<file path="config.mk">
export PLATFORM = sky130hd
export DESIGN_NAME = ss_downspread_gen
export DESIGN_NICKNAME = d
export VERILOG_FILES = /design/src/rtl/ss_pkg.sv /design/src/rtl/ss_en_sync.sv /design/src/rtl/ss_tri_phase.sv /design/src/rtl/ss_depth_step.sv /design/src/rtl/ss_downspread_gen.sv
export SDC_FILE = /design/constraint.sdc
export NUM_CORES = 1
export LEC_CHECK = 0
export CAP_MARGIN = 20
export CORE_ASPECT_RATIO = 1.2
export CORE_MARGIN = 2
export CORE_UTILIZATION = 45
export CTS_CLUSTER_DIAMETER = 150
export CTS_CLUSTER_SIZE = 24
export DETAILED_ROUTE_END_ITERATION = 6
export DONT_BUFFER_PORTS = 1
export GPL_TIMING_DRIVEN = 0
export PLACE_DENSITY = 0.64
export SLEW_MARGIN = 20
export SYNTH_ARGS = -nofsm -noshare
export SYNTH_HDL_FRONTEND = slang
export SYNTH_SLANG_ARGS = --single-unit
</file>
<file path="constraint.sdc">
create_clock -name clk -period 9.1 [get_ports clk]
set_input_delay 0.455 -clock clk [delete_from_list [all_inputs] [get_ports clk]]
set_output_delay 0.455 -clock clk [all_outputs]
set_load 0.01 [all_outputs]
</file>
<file path="src/rtl/ss_pkg.sv">
package ss_pkg;
  typedef enum logic {
    DIR_DOWN = 1'b0,
    DIR_UP   = 1'b1
  } ramp_dir_t;

  function automatic int unsigned half_count(input int unsigned ref_hz, input int unsigned mod_hz);
    return ref_hz / (2 * mod_hz);
  endfunction
endpackage

</file>
<file path="src/rtl/ss_en_sync.sv">
module ss_en_sync #(
  parameter int STAGES = 2
) (
  input  logic clk,
  input  logic rst_n,
  input  logic sel_n_i,
  output logic en_o
);
  logic [STAGES-1:0] sh_q;

  generate
    if (STAGES == 1) begin : g_single
      always_ff @(posedge clk or negedge rst_n) begin
        if (!rst_n) sh_q <= 1'b1;
        else        sh_q <= sel_n_i;
      end
    end else begin : g_chain
      always_ff @(posedge clk or negedge rst_n) begin
        if (!rst_n) sh_q <= '1;
        else        sh_q <= {sh_q[STAGES-2:0], sel_n_i};
      end
    end
  endgenerate

  assign en_o = ~sh_q[STAGES-1];
endmodule

</file>
<file path="src/rtl/ss_tri_phase.sv">
module ss_tri_phase
  import ss_pkg::*;
#(
  parameter int HALF  = 227,
  parameter int POS_W = 8
) (
  input  logic             clk,
  input  logic             rst_n,
  input  logic             en_i,
  output logic [POS_W-1:0] pos_o,
  output logic             load_o
);
  localparam logic [POS_W-1:0] LAST = POS_W'(HALF);
  localparam logic [POS_W-1:0] ONE  = POS_W'(1);

  ramp_dir_t        dir_q;
  logic [POS_W-1:0] pos_q;

  assign load_o = (pos_q == '0) && en_i;
  assign pos_o  = pos_q;

  always_ff @(posedge clk or negedge rst_n) begin
    if (!rst_n) begin
      pos_q <= '0;
      dir_q <= DIR_DOWN;
    end else if (pos_q == '0) begin
      dir_q <= DIR_DOWN;
      if (en_i) pos_q <= ONE;
    end else if (dir_q == DIR_DOWN) begin
      if (pos_q == LAST) begin
        dir_q <= (LAST == ONE) ? DIR_DOWN : DIR_UP;
        pos_q <= pos_q - ONE;
      end else begin
        pos_q <= pos_q + ONE;
      end
    end else begin
      if (pos_q == ONE) dir_q <= DIR_DOWN;
      pos_q <= pos_q - ONE;
    end
  end

  assert_pos_bound_R6: assert property (@(posedge clk) disable iff (!rst_n)
    pos_q <= LAST);
  assert_no_midcut_R7: assert property (@(posedge clk) disable iff (!rst_n)
    (pos_q != '0 && dir_q == DIR_DOWN) |=> (pos_q != '0));
  assert_ramp_up_R6: assert property (@(posedge clk) disable iff (!rst_n)
    (dir_q == DIR_UP && pos_q != '0) |=> (pos_q == $past(pos_q) - ONE));
  assert_start_down_R1: assert property (@(posedge clk) disable iff (!rst_n)
    (pos_q == '0) |=> (dir_q == DIR_DOWN));
endmodule

</file>
<file path="src/rtl/ss_depth_step.sv">
module ss_depth_step #(
  parameter int DEPTH_W = 16,
  parameter int HALF    = 227,
  parameter int MAX_PPM = 6000
) (
  input  logic               clk,
  input  logic               rst_n,
  input  logic               load_i,
  input  logic [DEPTH_W-1:0] depth_i,
  output logic [DEPTH_W-1:0] step_o
);
  localparam logic [DEPTH_W-1:0] CAP    = DEPTH_W'(MAX_PPM);
  localparam logic [DEPTH_W-1:0] DIVISOR = DEPTH_W'(HALF);

  logic [DEPTH_W-1:0] clamped;
  logic [DEPTH_W-1:0] step_q;

  assign clamped = (depth_i > CAP) ? CAP : depth_i;
  assign step_o  = step_q;

  always_ff @(posedge clk or negedge rst_n) begin
    if (!rst_n)      step_q <= '0;
    else if (load_i) step_q <= clamped / DIVISOR;
  end

  assert_step_hold_R8: assert property (@(posedge clk) disable iff (!rst_n)
    !load_i |=> $stable(step_q));
  assert_step_cap_R4: assert property (@(posedge clk) disable iff (!rst_n)
    (64'(step_q) * 64'(HALF)) <= 64'(MAX_PPM));
endmodule

</file>
<file path="src/rtl/ss_downspread_gen.sv">
module ss_downspread_gen
  import ss_pkg::*;
#(
  parameter int REF_HZ      = 14318000,
  parameter int MOD_HZ      = 31500,
  parameter int DEPTH_W     = 16,
  parameter int OFS_W       = 16,
  parameter int MAX_PPM     = 6000,
  parameter int SYNC_STAGES = 2
) (
  input  logic                    clk,
  input  logic                    rst_n,
  input  logic                    ss_n,
  input  logic [DEPTH_W-1:0]      depth_ppm,
  output logic signed [OFS_W-1:0] offset_o
);
  localparam int HALF   = int'(half_count(REF_HZ, MOD_HZ));
  localparam int POS_W  = $clog2(HALF + 1);
  localparam int PROD_W = DEPTH_W + POS_W;

  logic               en;
  logic               load;
  logic [POS_W-1:0]   pos;
  logic [DEPTH_W-1:0] step;
  logic [PROD_W-1:0]  mag;
  logic signed [OFS_W-1:0] mag_s;

  ss_en_sync #(.STAGES(SYNC_STAGES)) u_sync (
    .clk(clk), .rst_n(rst_n), .sel_n_i(ss_n), .en_o(en)
  );

  ss_tri_phase #(.HALF(HALF), .POS_W(POS_W)) u_phase (
    .clk(clk), .rst_n(rst_n), .en_i(en), .pos_o(pos), .load_o(load)
  );

  ss_depth_step #(.DEPTH_W(DEPTH_W), .HALF(HALF), .MAX_PPM(MAX_PPM)) u_step (
    .clk(clk), .rst_n(rst_n), .load_i(load), .depth_i(depth_ppm), .step_o(step)
  );

  assign mag      = PROD_W'(step) * PROD_W'(pos);
  assign mag_s    = $signed(mag[OFS_W-1:0]);
  assign offset_o = -mag_s;

  assert_nonpos_R3: assert property (@(posedge clk) disable iff (!rst_n)
    (offset_o[OFS_W-1] || offset_o == '0));
  assert_depth_limit_R4: assert property (@(posedge clk) disable iff (!rst_n)
    int'(offset_o) >= -MAX_PPM);
endmodule

</file>
==> metrics.cfg <==
[status]
status = finished clean

[global_route]
antenna_found_initial = 0
grt_pass1_wl_um = 19020
grt_max_degree = 19
overflow = 0
grt_pass1_vias = 4270
globalRouteTotalUtil_pct = 19.68

[setup_path]
reg2reg_to = u_step.step_o[3]
rr_worst_depth = 7
reg2reg_slack_ns = 6.47
cp-end-kind = output port
start_kind = flop
cp_data_arrival_time_ns = 5.40
cp_data_required_time_ns = 8.65
critPathMaxFanout = 10
critical_path_class = flop to output port
r2r_start = u_phase.pos_o[2]

[pwr]
p_per_area_nw_per_um2 = 71.39
peakVddDrop_mv = 0.04715
p_leak_uw = 0.002091

[logic_synthesis]
synth_top_area_cell = fa_1
syn_area_um2 = 4701
yosysWarnings = 0
synth_seq_cells = 20
ys_top_cells_by_area = fa_1 (19%), ha_1 (12%), dfrtp_1 (9.6%), inv_1 (6.1%), nand2_1 (5.6%)
synth_top_area_share_pct = 19.16
synth_flop_cell = dfrtp_1
synth_seq_area_share_pct = 10.70
synth_edf_count = 0
synthArstFlopShare_pct = 100.0
syn_nets = 690
avgSynthCellArea_um2 = 8.077
ys_types = 78
syn_inst = 582

[floorplanning]
dieArea_um2 = 11280
ios = 35
chipHeight_um = 116.0
core-area_um2 = 10110
start_util_pct = 46.50
std_cell_rows = 40
dieWidth_um = 97.30

[timing]
finalCriticalPeriod_ns = 5.852
tightest_slew_ns = 0.7993
finalSetupTns_ns = 0
timing.hold.ws_ns = 0.04677
finalHoldViolCount = 0
relSlewSlack_pct = 46.54
period_share_pct = 64.30
rsz0062_at_grt = false
slew_viol_final = 0
setup_viol = 0
fmax_mhz = 170.9
fin_skew_ns = 0.001717

[clock_tree]
clk_pin_slew_ns = 0.05
cts_root_buf = clkbuf_16
htree_num_levels = 1
cts_buffers = 3
cts_buffer_depth = 2
cts.sinks = 20
cts_tree = yes
clk_latency_ns = 0.25

[detailed_routing]
wire_per_inst_um = 14.89
via_per_inst = 5.860
drtPass1Iterations = 5
antenna_left = 0
drc = 0
drt_iter0_markers = 139
num_vias = 4178
totalWireLength_um = 10620

[final_layout]
final_util_pct = 48.94
num_antenna_cells = 0
layout_common_cells = inv_1 (76), nand2_1 (70), fa_1 (45)
final_cells = 713
drive_gt1_share_pct = 5.111
layout_commonest_cell = inv_1
nets = 696
areaGrowthSynthToFinish_pct = 5.243

[placed_design]
dp_hpwl_um = 8828
routabilityCongestion = 0.8954
numPortBuffers = 0
placed_cells = 708

[hold_path]
hp-class = input pin to async pin

[job]
maxCapViolations = 0

[flip-flops by register name, summed over array words and instances, names as in the netlist]
name / cells
u_step.step_o: 9
u_phase.pos_o: 8
u_sync.sh_q: 2
u_phase.dir_q: 1
[report_power, final]
group          total (µW)  switching, µW  internal (µW)  leakage, µW
clock network        89.4           29.9           59.5    0.0000382
registers            93.7           2.50           91.2     0.000244
logic                 170            105           64.8      0.00181
total                 353            138            215      0.00209
[per-stage QoR]
step / cell area (µm²) / worst slack [ns] / total power, µW
3_3_place_gp: 4858 / 3.578 / 261.9
3_5_place_dp: 4858 / 3.442 / 265.7
4_1_cts: 4947 / 3.165 / 358.5
2_1_floorplan: 4701 / 4.100 / 234.2
5_1_grt: 4947 / 2.833 / 384.2
6_report: 4947 / 3.248 / 353.2
[worst max path at each step]
stage	depth (start not counted)	end	startpoint
2_1_floorplan	19	offset_o[15]	u_phase.pos_o[7]
3_3_place_gp	23	offset_o[15]	u_phase.pos_o[0]
3_5_place_dp	23	offset_o[15]	u_phase.pos_o[0]
4_1_cts	23	offset_o[15]	u_phase.pos_o[0]
5_1_grt	23	offset_o[15]	u_phase.pos_o[2]
6_report	23	offset_o[15]	u_phase.pos_o[0]
[worst max-delay path, stage by stage, from the launching register on]
cell and delay (ns):
dfrtp_1 0.45, clkbuf_1 0.39, and2_1 0.21, fa_1 0.41, ha_1 0.30, ha_1 0.30
fa_1 0.47, inv_1 0.07, ha_1 0.15, inv_1 0.05, fa_1 0.40, inv_1 0.07
a21oi_1 0.05, o21ai_0 0.23, and2_1 0.19, o21ai_0 0.08, nand2_1 0.11, a21oi_1 0.08
o21ai_0 0.27, a21oi_1 0.13, o21bai_1 0.23, a21o_1 0.16, a21oi_1 0.07, xnor2_1 0.27
[synthesized netlist by cell type (3+ instances only)]
cell type / instances
inv_1: 76
nand2_1: 70
fa_1: 45
ha_1: 44
and2_1: 36
nor2_1: 31
a21oi_1: 25
clkbuf_1: 25
xnor2_1: 19
dfrtp_1: 18
o21ai_0: 17
nand3_1: 11
a31oi_1: 9
nand4_1: 8
nor3_1: 8
mux2i_1: 7
xor2_1: 7
a21o_1: 6
or3_1: 6
a211oi_1: 5
and3_1: 5
nor2b_1: 5
a211o_1: 4
o31ai_1: 4
o41ai_1: 4
or2_2: 4
buf_2: 3
mux2_2: 3
nor4_1: 3
o211a_1: 3
o211ai_1: 3
o21a_1: 3
o21bai_1: 3
o22ai_1: 3
or4_1: 3
[kinds of logic (layout without fill, tap and decap cells)]
logic type	count (synthesis)	after routing	share of synthesized area [%]
flops	20	20	10.70
xor+xnor	26	26	4.844
buf+inv	105	110	8.464
mux	12	12	2.768
compound gates	125	125	20.15
simple gates	204	204	21.96
fa+ha+maj	90	90	31.12
[layout make-up]
cell class | instances | area (µm²)
Fill cell | 1018 | 5162
Multi-Input combinational cell | 457 | 3800
Sequential cell | 20 | 503.0
Inverter | 76 | 285.3
Tap cell | 126 | 157.7
Buffer | 29 | 112.6
Clock buffer | 4 | 78.83
Timing Repair Buffer | 1 | 10.01
[routing by layer]
layer	track usage [%]	vias up	part of all wire, %
met5	0	-	0
met1	23.99	2053	41
met3	0.7841	10	3.8
met2	39.21	109	54
li1	-	2006	-
met4	3.333	0	1.1
[timing repair]
action / 4_1_cts / 5_1_grt
setup buffers: 0 / 0
hold endpoints to repair: 18 / 0
hold buffers: 1 / 0
endpoints found under the setup margin: 0 / 0
resized for setup: 0 / 0
(Power assumes the default switching activity.)
